===== src/rtl/cfgpk_pkg.sv =====
package cfgpk_pkg;
  localparam int DW        = 32;
  localparam int BEAT_W    = 2 * DW;
  localparam int MAX_BEATS = 3;
  localparam int IDX_W     = $clog2(MAX_BEATS);

  typedef enum logic [1:0] {
    RC_NONE      = 2'd0,
    RC_NOT_FOUND = 2'd1,
    RC_BAD_REG   = 2'd2
  } rej_code_e;

  typedef enum logic [1:0] {
    ST_IDLE = 2'd0,
    ST_SEND = 2'd1,
    ST_WAIT = 2'd2
  } state_e;

  // byte-lane enables for a size code and the low address bits
  function automatic logic [7:0] byte_en_f(input logic [1:0] sz, input logic [1:0] lo);
    case (sz)
      2'd0:    return 8'h01 << lo;
      2'd1:    return 8'h03 << lo;
      default: return 8'h0F;
    endcase
  endfunction

  // write data masked to the access size and moved to its lanes
  function automatic logic [DW-1:0] place_data_f(input logic [1:0] sz, input logic [1:0] lo,
                                                 input logic [DW-1:0] wd);
    logic [DW-1:0] m;
    case (sz)
      2'd0:    m = {24'h0, wd[7:0]};
      2'd1:    m = {16'h0, wd[15:0]};
      default: m = wd;
    endcase
    if (sz == 2'd0 || sz == 2'd1) return m << {lo, 3'b000};
    return m;
  endfunction

  // format/type byte: write sets bit 6, type 1 sets bit 0
  function automatic logic [7:0] fmt_type_f(input logic wr, input logic type1);
    return {1'b0, wr, 3'b000, 1'b1, 1'b0, type1};
  endfunction
endpackage


===== src/rtl/cfgpk_target_filter.sv =====
module cfgpk_target_filter
  import cfgpk_pkg::*;
#(
  parameter int          OFF_W   = 12,
  parameter int          LINK_W  = 5,
  parameter logic [LINK_W-1:0] LINK_UP = 5'h0F,
  parameter logic [OFF_W-1:0]  BAR_OFF = 12'h010
) (
  input  logic [7:0]       bus,
  input  logic [7:0]       devfn,
  input  logic [OFF_W-1:0] offset,
  input  logic             is_write,
  input  logic [LINK_W-1:0] link_state,
  input  logic [7:0]       root_bus,
  output logic             reject,
  output rej_code_e        code,
  output logic [DW-1:0]    rdata
);
  logic on_root, bar_hit, dev_bad, link_bad;

  assign on_root  = (bus == root_bus);
  assign bar_hit  = on_root && (devfn == 8'h00) && (offset == BAR_OFF);
  assign dev_bad  = on_root && (devfn[7:3] != 5'd0);
  assign link_bad = !on_root && (link_state != LINK_UP);

  always_comb begin
    reject = 1'b0;
    code   = RC_NONE;
    rdata  = '0;
    if (bar_hit) begin
      reject = 1'b1;
      code   = RC_BAD_REG;
    end else if (dev_bad || link_bad) begin
      reject = 1'b1;
      code   = RC_NOT_FOUND;
      rdata  = is_write ? '0 : '1;
    end
  end
endmodule


===== src/rtl/cfgpk_hdr_builder.sv =====
module cfgpk_hdr_builder
  import cfgpk_pkg::*;
#(
  parameter int         OFF_W  = 12,
  parameter logic [7:0] RD_TAG = 8'h1D,
  parameter logic [7:0] WR_TAG = 8'h10
) (
  input  logic [7:0]       bus,
  input  logic [7:0]       devfn,
  input  logic [OFF_W-1:0] offset,
  input  logic [1:0]       size,
  input  logic             is_write,
  input  logic [DW-1:0]    wdata,
  input  logic [7:0]       root_bus,
  output logic [MAX_BEATS-1:0][BEAT_W-1:0] beats,
  output logic [IDX_W-1:0] last_idx,
  output logic [7:0]       data_lo
);
  localparam int PAD_W = 16 - OFF_W;

  logic [DW-1:0]   dw0, dw1, dw2, data;
  logic [OFF_W-1:0] off_al;
  logic            qw_split;

  assign data     = is_write ? place_data_f(size, offset[1:0], wdata) : '0;
  assign data_lo  = data[7:0];
  assign off_al   = {offset[OFF_W-1:2], 2'b00};
  assign dw0      = {fmt_type_f(is_write, bus != root_bus), 24'd1};
  assign dw1      = {root_bus, 8'h00, is_write ? WR_TAG : RD_TAG,
                     byte_en_f(size, offset[1:0])};
  assign dw2      = {bus, devfn, {PAD_W{1'b0}}, off_al};
  assign qw_split = is_write && (offset[2:0] == 3'b000);

  always_comb begin
    beats[0] = {dw1, dw0};
    if (qw_split) begin
      beats[1] = {{DW{1'b0}}, dw2};
      beats[2] = {{DW{1'b0}}, data};
      last_idx = IDX_W'(2);
    end else begin
      beats[1] = {data, dw2};
      beats[2] = '0;
      last_idx = IDX_W'(1);
    end
  end
endmodule


===== src/rtl/cfgpk_beat_tx.sv =====
module cfgpk_beat_tx
  import cfgpk_pkg::*;
(
  input  logic                           clk,
  input  logic                           rst_n,
  input  logic                           load,
  input  logic [MAX_BEATS-1:0][BEAT_W-1:0] beats_in,
  input  logic [IDX_W-1:0]               last_in,
  input  logic                           tx_ready,
  output logic                           tx_valid,
  output logic [BEAT_W-1:0]              tx_data,
  output logic                           tx_sop,
  output logic                           tx_eop,
  output logic                           tx_last_fire
);
  logic [BEAT_W-1:0] store [MAX_BEATS];
  logic [IDX_W-1:0]  idx, last_q;
  logic              active, fire;

  for (genvar g = 0; g < MAX_BEATS; g++) begin : g_beat
    always_ff @(posedge clk) begin
      if (!rst_n)    store[g] <= '0;
      else if (load) store[g] <= beats_in[g];
    end
  end

  assign tx_valid     = active;
  assign tx_data      = store[idx];
  assign tx_sop       = active && (idx == '0);
  assign tx_eop       = active && (idx == last_q);
  assign fire         = active && tx_ready;
  assign tx_last_fire = fire && (idx == last_q);

  always_ff @(posedge clk) begin
    if (!rst_n) begin
      active <= 1'b0;
      idx    <= '0;
      last_q <= '0;
    end else if (load) begin
      active <= 1'b1;
      idx    <= '0;
      last_q <= last_in;
    end else if (fire) begin
      if (idx == last_q) active <= 1'b0;
      else               idx    <= idx + 1'b1;
    end
  end
endmodule


===== src/rtl/cfgpk_root_tracker.sv =====
module cfgpk_root_tracker #(
  parameter logic [7:0] ROOT_RST = 8'h00
) (
  input  logic       clk,
  input  logic       rst_n,
  input  logic       upd,
  input  logic [7:0] new_bus,
  output logic [7:0] root_bus
);
  always_ff @(posedge clk) begin
    if (!rst_n)   root_bus <= ROOT_RST;
    else if (upd) root_bus <= new_bus;
  end
endmodule


===== src/rtl/cfg_req_packer.sv =====
module cfg_req_packer
  import cfgpk_pkg::*;
#(
  parameter int              OFF_W    = 12,
  parameter int              LINK_W   = 5,
  parameter logic [LINK_W-1:0] LINK_UP = 5'h0F,
  parameter logic [OFF_W-1:0]  BAR_OFF = 12'h010,
  parameter logic [OFF_W-1:0]  PRIM_OFF = 12'h018,
  parameter logic [7:0]      RD_TAG   = 8'h1D,
  parameter logic [7:0]      WR_TAG   = 8'h10,
  parameter logic [7:0]      ROOT_RST = 8'h00
) (
  input  logic              clk,
  input  logic              rst_n,
  input  logic              req_valid,
  output logic              req_ready,
  input  logic              req_write,
  input  logic [7:0]        req_bus,
  input  logic [7:0]        req_devfn,
  input  logic [OFF_W-1:0]  req_offset,
  input  logic [1:0]        req_size,
  input  logic [31:0]       req_wdata,
  input  logic [LINK_W-1:0] link_state,
  output logic              tx_valid,
  input  logic              tx_ready,
  output logic [63:0]       tx_data,
  output logic              tx_sop,
  output logic              tx_eop,
  output logic              sent_valid,
  output logic              sent_write,
  input  logic              cpl_valid,
  input  logic              cpl_ok,
  output logic              rej_valid,
  output logic [1:0]        rej_code,
  output logic [31:0]       rej_rdata,
  output logic [7:0]        root_bus_num
);
  state_e    st;
  logic      acc_fire, acc_reject, tx_last_fire, root_upd, load;
  rej_code_e flt_code;
  logic [DW-1:0] flt_rdata;
  logic [MAX_BEATS-1:0][BEAT_W-1:0] beats;
  logic [IDX_W-1:0] last_idx;
  logic [7:0] data_lo, pend_byte;
  logic       pend_prim, prim_hit;

  assign req_ready = (st == ST_IDLE);
  assign acc_fire  = req_valid && req_ready;
  assign load      = acc_fire && !acc_reject;
  assign prim_hit  = req_write && (req_bus == root_bus_num) && (req_offset == PRIM_OFF);
  assign root_upd  = (st == ST_WAIT) && cpl_valid && cpl_ok && pend_prim;

  cfgpk_target_filter #(
    .OFF_W(OFF_W), .LINK_W(LINK_W), .LINK_UP(LINK_UP), .BAR_OFF(BAR_OFF)
  ) u_filter (
    .bus(req_bus), .devfn(req_devfn), .offset(req_offset), .is_write(req_write),
    .link_state(link_state), .root_bus(root_bus_num),
    .reject(acc_reject), .code(flt_code), .rdata(flt_rdata)
  );

  cfgpk_hdr_builder #(
    .OFF_W(OFF_W), .RD_TAG(RD_TAG), .WR_TAG(WR_TAG)
  ) u_hdr (
    .bus(req_bus), .devfn(req_devfn), .offset(req_offset), .size(req_size),
    .is_write(req_write), .wdata(req_wdata), .root_bus(root_bus_num),
    .beats(beats), .last_idx(last_idx), .data_lo(data_lo)
  );

  cfgpk_beat_tx u_tx (
    .clk(clk), .rst_n(rst_n), .load(load), .beats_in(beats), .last_in(last_idx),
    .tx_ready(tx_ready), .tx_valid(tx_valid), .tx_data(tx_data),
    .tx_sop(tx_sop), .tx_eop(tx_eop), .tx_last_fire(tx_last_fire)
  );

  cfgpk_root_tracker #(.ROOT_RST(ROOT_RST)) u_root (
    .clk(clk), .rst_n(rst_n), .upd(root_upd), .new_bus(pend_byte),
    .root_bus(root_bus_num)
  );

  always_ff @(posedge clk) begin
    if (!rst_n) begin
      st         <= ST_IDLE;
      rej_valid  <= 1'b0;
      rej_code   <= RC_NONE;
      rej_rdata  <= '0;
      sent_valid <= 1'b0;
      sent_write <= 1'b0;
      pend_prim  <= 1'b0;
      pend_byte  <= '0;
    end else begin
      rej_valid  <= 1'b0;
      sent_valid <= tx_last_fire;
      case (st)
        ST_IDLE: if (acc_fire) begin
          if (acc_reject) begin
            rej_valid <= 1'b1;
            rej_code  <= flt_code;
            rej_rdata <= flt_rdata;
          end else begin
            st         <= ST_SEND;
            sent_write <= req_write;
            pend_prim  <= prim_hit;
            pend_byte  <= data_lo;
          end
        end
        ST_SEND: if (tx_last_fire) st <= ST_WAIT;
        ST_WAIT: if (cpl_valid) st <= ST_IDLE;
        default: st <= ST_IDLE;
      endcase
    end
  end
endmodule


===== config.mk =====
export PLATFORM = sky130hd
export DESIGN_NAME = cfg_req_packer
export DESIGN_NICKNAME = d
export VERILOG_FILES = /design/src/rtl/cfgpk_pkg.sv /design/src/rtl/cfgpk_target_filter.sv /design/src/rtl/cfgpk_hdr_builder.sv /design/src/rtl/cfgpk_beat_tx.sv /design/src/rtl/cfgpk_root_tracker.sv /design/src/rtl/cfg_req_packer.sv
export SDC_FILE = /design/constraint.sdc
export NUM_CORES = 1
export LEC_CHECK = 0
export BUFFER_PORTS_ARGS = -buffer_cell sky130_fd_sc_hd__buf_2
export CORE_MARGIN = 1.5
export CORE_UTILIZATION = 25
export CTS_CLUSTER_DIAMETER = 150
export DETAILED_ROUTE_END_ITERATION = 8
export PLACE_DENSITY = 0.44
export RECOVER_POWER = 50
export SLEW_MARGIN = 20
export SYNTH_ARGS = -nofsm -noshare
export SYNTH_HDL_FRONTEND = slang
export SYNTH_SLANG_ARGS = --single-unit

===== constraint.sdc =====
create_clock -name clk -period 5.9 [get_ports clk]
set_clock_uncertainty 0.15 [all_clocks]
set_input_delay 0 -clock clk [delete_from_list [all_inputs] [get_ports clk]]
set_output_delay 0 -clock clk [all_outputs]
set_load 0.02 [all_outputs]

==> flow_summary_export.csv, run 1 <==
group,metric,value,unit
grt,use_met3,0.03285,
synthesis,synth.top_cells.by_area,"edfxtp_1 47%, dfxtp_1 9.5%, and2_1 5.6%",
sta,holdWs,31.10,ps
setup_path,timing.critical_path.required,5750,ps
clock_network,clock_latency,420,ps
clock_network,cts_setup_buffers,0,
clock_network,cts_buffers,17,
grt,antenna_found_initial,1,
floorplan,core-area,26730,µm²
grt,gr-usage-all-layers,0.1518,
synthesis,netlist_top_cells_count,"107 x edfxtp_1, 78 x nor2_1, 61 x and2_1",
layout,antennaDiodeCount,0,
synthesis,post-synth-top-count-cell,"edfxtp_1",
placement,count_of_placed_standard_cells_including_taps,1045,
synthesis,yosys_warnings,0,
synthesis,postSynthRegisterBits,139,
synthesis,synth.top_cell.area_share,0.4749,
synthesis,syn-num-nets,661,
min_path,hp-class,"primary input to flip-flop",
grt,global_route.usage.met1,0.1947,
sta,timing.final.hold_violations,0,
layout,area_growth_syn_to_layout,31.88,%
setup_path,start_kind,"flip-flop",
grt,grt_pass1_vias,5192,
placement,pre_cts_slack,2419,ps
placement,io_buffers,186,
setup_path,critPathKind,"flip-flop to primary output",
routing,detail_route.vias_per_cell,4.526,
layout,final_layout_size_suffix_gt1_frac,0.1702,
sta,setup_slack,1535,ps
floorplan,start_util,0.2531,
placement,finalWeightedCongestion,0.7984,
layout,final_core_utilization,0.3338,
sta,unrepaired_setup_endpoints_after_global_routing,"false",
floorplan,floorplan.die.width,167.5,µm
run,maxCapViolations,5,
clock_network,cts_tree,"yes",
setup_path,crit-reg2reg-launch,"st[1]",
synthesis,synth.yosys.seq_area_share,0.5696,
floorplan,design.die.area,28060,µm²
setup_path,cpPeakStageDelay,1160,ps
layout,layoutNonFillerInstCount,1146,
grt,busiest_layer,"met2",
synthesis,yosys.cell_types.count,53,
clock_network,cts_repair_resize_count,0,
grt,grt_max_degree,55,
routing,first_pass_iters,5,
layout,seqCellArea,3854,µm²
min_path,min_delay_worst_endpoint,"rej_rdata[30]",
synthesis,async_flop_share,0,
sta,timing.final.crit_period,4365,ps
synthesis,synth_area_leader_cell,"edfxtp_1",
synthesis,ys.flop_type,"edfxtp_1",
sta,timing.fmax,229.1,MHz
floorplan,io-pin-count,187,
setup_path,worst_r2r_path_depth,7,
routing,avgRoutedWirePerCell,18.54,µm
outcome,run_status,"finished with violations",
power_and_ir_drop,irDropWorstVdd,0.2153,mV
grt,use_met2,0.2509,
sta,setup_tns,0,ps
min_path,timing.hold.worst.start,"req_valid",
sta,worstMarginPinSlew,1969,ps
setup_path,timing.critical_path.slowest_stage_cell,"clkbuf_1",
grt,globalRouteOverflowTotal,0,
synthesis,syn_inst,586,
layout,num-fill-cells,2781,
routing,antenna_left,0,
floorplan,fp-row-count,60,
clock_network,clock-sinks,139,
routing,first_iter_violations,362,
floorplan,die_y,167.5,µm
sta,final.period_utilization,0.7398,
routing,remaining_drc_errors,0,
routing,vias,5187,
setup_path,cp_cell_sequence,"clkbuf_1 > nor2b_1 > clkbuf_1 > a22o_1 > clkbuf_1",
synthesis,syn-cell-area,6765,µm²
sta,total_setup_violations_reported_at_the_end_of_the_flow,0,
synthesis,synth_edf_count,107,
layout,multiInputGateArea,2410,µm²
setup_path,critPathMaxFanout,33,
setup_path,timing.critical_path.to_type,"primary output",
setup_path,reg2reg_to,"u_tx.store[1][53]",
outcome,violations,"capacitance limit, slew limit",
clock_network,root_buffer,"clkbuf_16",
power_and_ir_drop,leakage,3.248,nW
layout,final_net_count,867,
routing,finalWirelength,21.24,mm
clock_network,ctsLongestPathBuffers,2,
sta,slew_viol_final,177,
clock_network,htreeDepth,4,
setup_path,r2r_setup_slack,1730,ps
setup_path,arrival,4210,ps
grt,grt_first_pass_wirelength,31.62,mm
sta,worst_slew_margin_relative_to_its_limit,-0.3143,
placement,place.detailed.hpwl,15.04,mm
setup_path,timing.critical_path.mode_cell,"clkbuf_1",
clock_network,clk_transition_reported_paths,60,ps
min_path,hold_path_depth,4,
power_and_ir_drop,pwr_density_cell,280.8,nW/µm²
synthesis,synthesis.area_per_instance,11.54,µm²
-- report_power, final --
part,internal (mW),switching (mW)
sequential,1.09,0.0174
combinational,0.0821,0.133
clock,0.771,0.408
-- logic make-up after synthesis --
family / after synthesis / synth area share
buf+inv: 85 / 0.07194
simple gates: 219 / 0.1803
mux: 24 / 0.03551
flops: 139 / 0.5696
fa+ha+maj: 1 / 0.001849
xor+xnor: 11 / 0.01424
compound gates: 107 / 0.1265
-- area by class of cell --
type                            instances  share of cell area
Sequential cell                       139              0.4319
Multi-Input combinational cell        362              0.2701
Timing Repair Buffer                  264              0.1736
Clock buffer                           20             0.05118
Tap cell                              341             0.04782
Clock inverter                         12             0.02174
Inverter                                8            0.003646
-- worst max-delay path by stage --
stage / slack [ps] / cells past startpoint / start / endpoint
2_1_floorplan: 1320 / 6 / st[1] / u_tx.store[0][24]
3_3_place_gp: 2450 / 7 / st[1] / u_tx.store[1][53]
3_5_place_dp: 2420 / 7 / st[1] / u_tx.store[1][53]
4_1_cts: 2400 / 7 / st[1] / u_tx.store[1][53]
5_1_grt: 1240 / 5 / flip-flop / tx_data[2]
6_report: 1540 / 5 / flip-flop / tx_data[2]
-- layout by cell type, fill, tap and decap left out, types with 3 or more instances in the layout --
master and instances:
buf_4 3, nand2_1 23, nand3_1 3, nor4b_1 10
nor3_1 5, bufinv_16 5, mux2i_1 24, a221o_1 16
and3_1 3, a21oi_1 10, and2_1 44, and2_0 17
nor2_1 78, nand2b_1 4, o2bb2ai_1 8, inv_1 5
o21ai_0 12, edfxtp_1 107, nand4_1 6, dlygate4sd3_1 69
nor2b_1 8, dfxtp_1 32, xnor2_1 9, nor4_1 3
o211a_1 3, clkbuf_16 17, clkbuf_1 101, o211ai_1 18
nor4b_2 4, a22o_1 25, buf_2 92, clkinv_2 3
-- critical path, delay by kind of cell, from the launching register on --
family / cells / cell delay [ps]
AOI/OAI and AO/OA: 1 / 390
buffers and inverters: 3 / 2500
DFF: 1 / 300
and+or+nand+nor: 1 / 590
-- repair_timing --
action | 4_1_cts | 5_1_grt
hold buffers | 69 | 0
endpoints found under the hold margin | 113 | 0
setup endpoints to repair | 0 | 0
-- through the flow --
| stage | total power [mW] | instance area [µm²] |
|---|---|---|
| 2_1_floorplan | 1.244 | 6765 |
| 3_3_place_gp | 1.321 | 7745 |
| 3_5_place_dp | 1.319 | 7745 |
| 4_1_cts | 2.538 | 9086 |
| 5_1_grt | 2.591 | 8922 |
| 6_report | 2.505 | 8922 |
-- metal layers --
layer,share of wire,vias to the layer above
met1,0.46,2511
met4,0.015,0
met5,0,-
li1,-,2527
met3,0.039,19
met2,0.49,130
-- registers in the layout, indices dropped and copies added, names as in the netlist, 2 cells and up, named ones only --
register         cells
rej_code             2
u_tx.store         107
u_root.root_bus      8
pend_byte            8
u_tx.last_q          2
st                   2
u_tx.idx             2
No activity file was read; power rests on OpenSTA's default activity.
==> run 2, diff against run 1 <==
--- a/config.mk
+++ b/config.mk
@@ -10,7 +10,7 @@
 export CORE_UTILIZATION = 25
 export CTS_CLUSTER_DIAMETER = 150
 export DETAILED_ROUTE_END_ITERATION = 8
-export PLACE_DENSITY = 0.44
+export PLACE_DENSITY = 0.46
 export RECOVER_POWER = 50
 export SLEW_MARGIN = 20
 export SYNTH_ARGS = -nofsm -noshare
==> constraint.sdc (replaced) <==
create_clock -name clk -period 3.83 [get_ports clk]
set_clock_uncertainty 0.15 [all_clocks]
set_input_delay 0 -clock clk [delete_from_list [all_inputs] [get_ports clk]]
set_output_delay 0 -clock clk [all_outputs]
set_load 0.02 [all_outputs]
==> flow_summary_export.csv, run 2 (same netlist as run 1, synthesis figures left out) <==
group,metric,value,unit
sta,worstMarginPinSlew,1502,ps
floorplan,floorplan.die.width,167.5,µm
layout,num-fill-cells,2785,
sta,total_setup_violations_reported_at_the_end_of_the_flow,0,
power_and_ir_drop,power_switching,0.8558,mW
power_and_ir_drop,pwr_density_cell,412.3,nW/µm²
floorplan,design.die.area,28060,µm²
layout,final_core_utilization,0.3340,
power_and_ir_drop,internal_power,2.824,mW
layout,biggestRegsByFlops,"u_tx.store (107), pend_byte (8), u_root.root_bus (8)",
sta,timing.final.crit_period,3298,ps
grt,gr-usage-all-layers,0.1494,
placement,io_buffers,186,
setup_path,timing.critical_path.to_type,"flip-flop",
sta,timing.fmax,303.2,MHz
setup_path,arrival,3200,ps
routing,first_iter_violations,373,
grt,grt_pass1_vias,5117,
run,maxCapViolations,1,
power_and_ir_drop,pwr-share-seq,0.465,
setup_path,timing.critical_path.required,3730,ps
layout,layout_commonest_cell,"edfxtp_1",
routing,vias,5129,
sta,setup_slack,532.0,ps
routing,first_pass_iters,4,
outcome,run_status,"finished with violations",
clock_network,htreeDepth,4,
clock_network,clock_latency,420,ps
routing,antenna_left,0,
clock_network,cts_buffers,17,
layout,regMostFlops,"u_tx.store",
layout,largest_register_ff_count,107,
power_and_ir_drop,swShare,0.2326,
outcome,violations,"capacitance limit, slew limit",
sta,worst_slew_margin_relative_to_its_limit,-0.001229,
sta,final.period_utilization,0.8611,
placement,place.detailed.hpwl,14.89,mm
clock_network,root_buffer,"clkbuf_16",
sta,unrepaired_setup_endpoints_after_global_routing,"false",
grt,grt_max_degree,108,
power_and_ir_drop,leakage,3.272,nW
setup_path,cpPeakStageDelay,590,ps
sta,timing.final.hold_violations,0,
power_and_ir_drop,share_of_total_power_in_the_clock_network,0.444,
clock_network,cts_tree,"yes",
grt,grt_first_pass_wirelength,31.04,mm
routing,avgRoutedWirePerCell,18.36,µm
sta,setup_tns,0,ps
min_path,hp-class,"primary input to flip-flop",
setup_path,critPathKind,"primary input to flip-flop",
sta,slew_viol_final,22,
layout,area_growth_syn_to_layout,31.94,%
clock_network,clock-sinks,139,
grt,globalRouteOverflowTotal,0,
power_and_ir_drop,irDropWorstVdd,0.3144,mV
layout,antennaDiodeCount,0,
floorplan,start_util,0.2531,
placement,pre_cts_slack,770.2,ps
floorplan,die_y,167.5,µm
placement,finalWeightedCongestion,0.7592,
floorplan,core-area,26730,µm²
routing,remaining_drc_errors,0,
floorplan,fp-row-count,60,
clock_network,clk_transition_reported_paths,60,ps
routing,detail_route.vias_per_cell,4.460,
layout,final_net_count,872,
setup_path,start_kind,"primary input",
setup_path,cp_cell_sequence,"dlygate4sd3_1 > buf_2 > or4_1 > or3_1 > nor4b_4 > nor3_1 > clkbuf_1 > clkinvlp_4 > buf_12",
setup_path,timing.critical_path.slowest_stage_cell,"or4_1",
power_and_ir_drop,power.combinational.fraction,0.091,
clock_network,ctsLongestPathBuffers,2,
floorplan,io-pin-count,187,
layout,final_layout_size_suffix_gt1_frac,0.1805,
grt,antenna_found_initial,0,
routing,finalWirelength,21.12,mm
setup_path,critPathMaxFanout,107,
layout,layout_common_cells,"107 x edfxtp_1, 98 x buf_2, 93 x clkbuf_1, 78 x nor2_1, 71 x dlygate4sd3_1",
[run 2: cell count changes in the layout (fill, tap and decap cells not counted), sizes merged]
cell and change:
buf +8, bufinv -2, clkbuf -8, clkinv +2, clkinvlp +3, dlygate4sd3 +2
inv -1
[run 2: worst max-delay path, delay by kind of cell]
kind	cells	cell delay (ps)
buffers and inverters	5	1610
AND/OR/NAND/NOR	4	1500
[run 2: power by group through the flow]
stage	combinational, mW	sequential [mW]	clock [mW]
after floorplan	0.178	1.74	0
after global placement	0.293	1.74	0
after detailed placement	0.292	1.74	0
after CTS	0.346	1.71	1.67
after global routing	0.361	1.72	1.73
final	0.336	1.71	1.63
[run 2: layout make-up]
class | count | area [µm²] | share of cell area
clock buffers | 17 | 425.4 | 0.04766
clock inverters | 14 | 153.9 | 0.01724
inverters | 8 | 33.78 | 0.003785
multi-input cells | 362 | 2421 | 0.2712
flip-flops and latches | 139 | 3855 | 0.4319
well taps | 341 | 426.7 | 0.04780
repair buffers | 269 | 1610 | 0.1804
[run 2: through the flow]
| step | hold slack, ps | cells | cell area, µm² | total power, mW |
|---|---|---|---|---|
| final | 16.59 | 1150 | 8926 | 3.680 |
| after global routing | 67.95 | 1150 | 8926 | 3.805 |
| after CTS | 12.69 | 1150 | 9071 | 3.725 |
| after detailed placement | 147.5 | 1048 | 7781 | 2.034 |
| after global placement | 142.7 | 1048 | 7781 | 2.035 |
| after floorplan | 16.63 | 586 | 6769 | 1.916 |
[run 2: metal layers]
layer / wire [µm] / up-vias / track usage / part of all wire
met5: 0 / - / 0 / 0
met4: 345 / 0 / 0.05053 / 0.016
met3: 860 / 18 / 0.03403 / 0.041
met2: 10390 / 115 / 0.2516 / 0.49
met1: 9520 / 2460 / 0.1885 / 0.45
li1: - / 2536 / - / -
[run 2: timing repair]
| item | 4_1_cts | 5_1_grt |
|---|---|---|
| hold buffers | 71 | 0 |
| setup buffers | 0 | 0 |
| setup endpoints to repair | 0 | 0 |
| hold endpoints to repair | 114 | 0 |
| gates resized for setup | 0 | 0 |
[run 2: path summary, 6_finish.rpt]
check | start | end | slack, ps | depth (start not counted)
worst max-delay path | req_devfn[5] | u_tx.store[2][29] | 530 | 9
worst min-delay path | req_valid | rej_rdata[30] | 20 | 4
worst max register to register | st[1] | u_tx.store[2][29] | 540 | 7
worst min register to register | pend_byte[0] | pend_byte[0] | 330 | 1
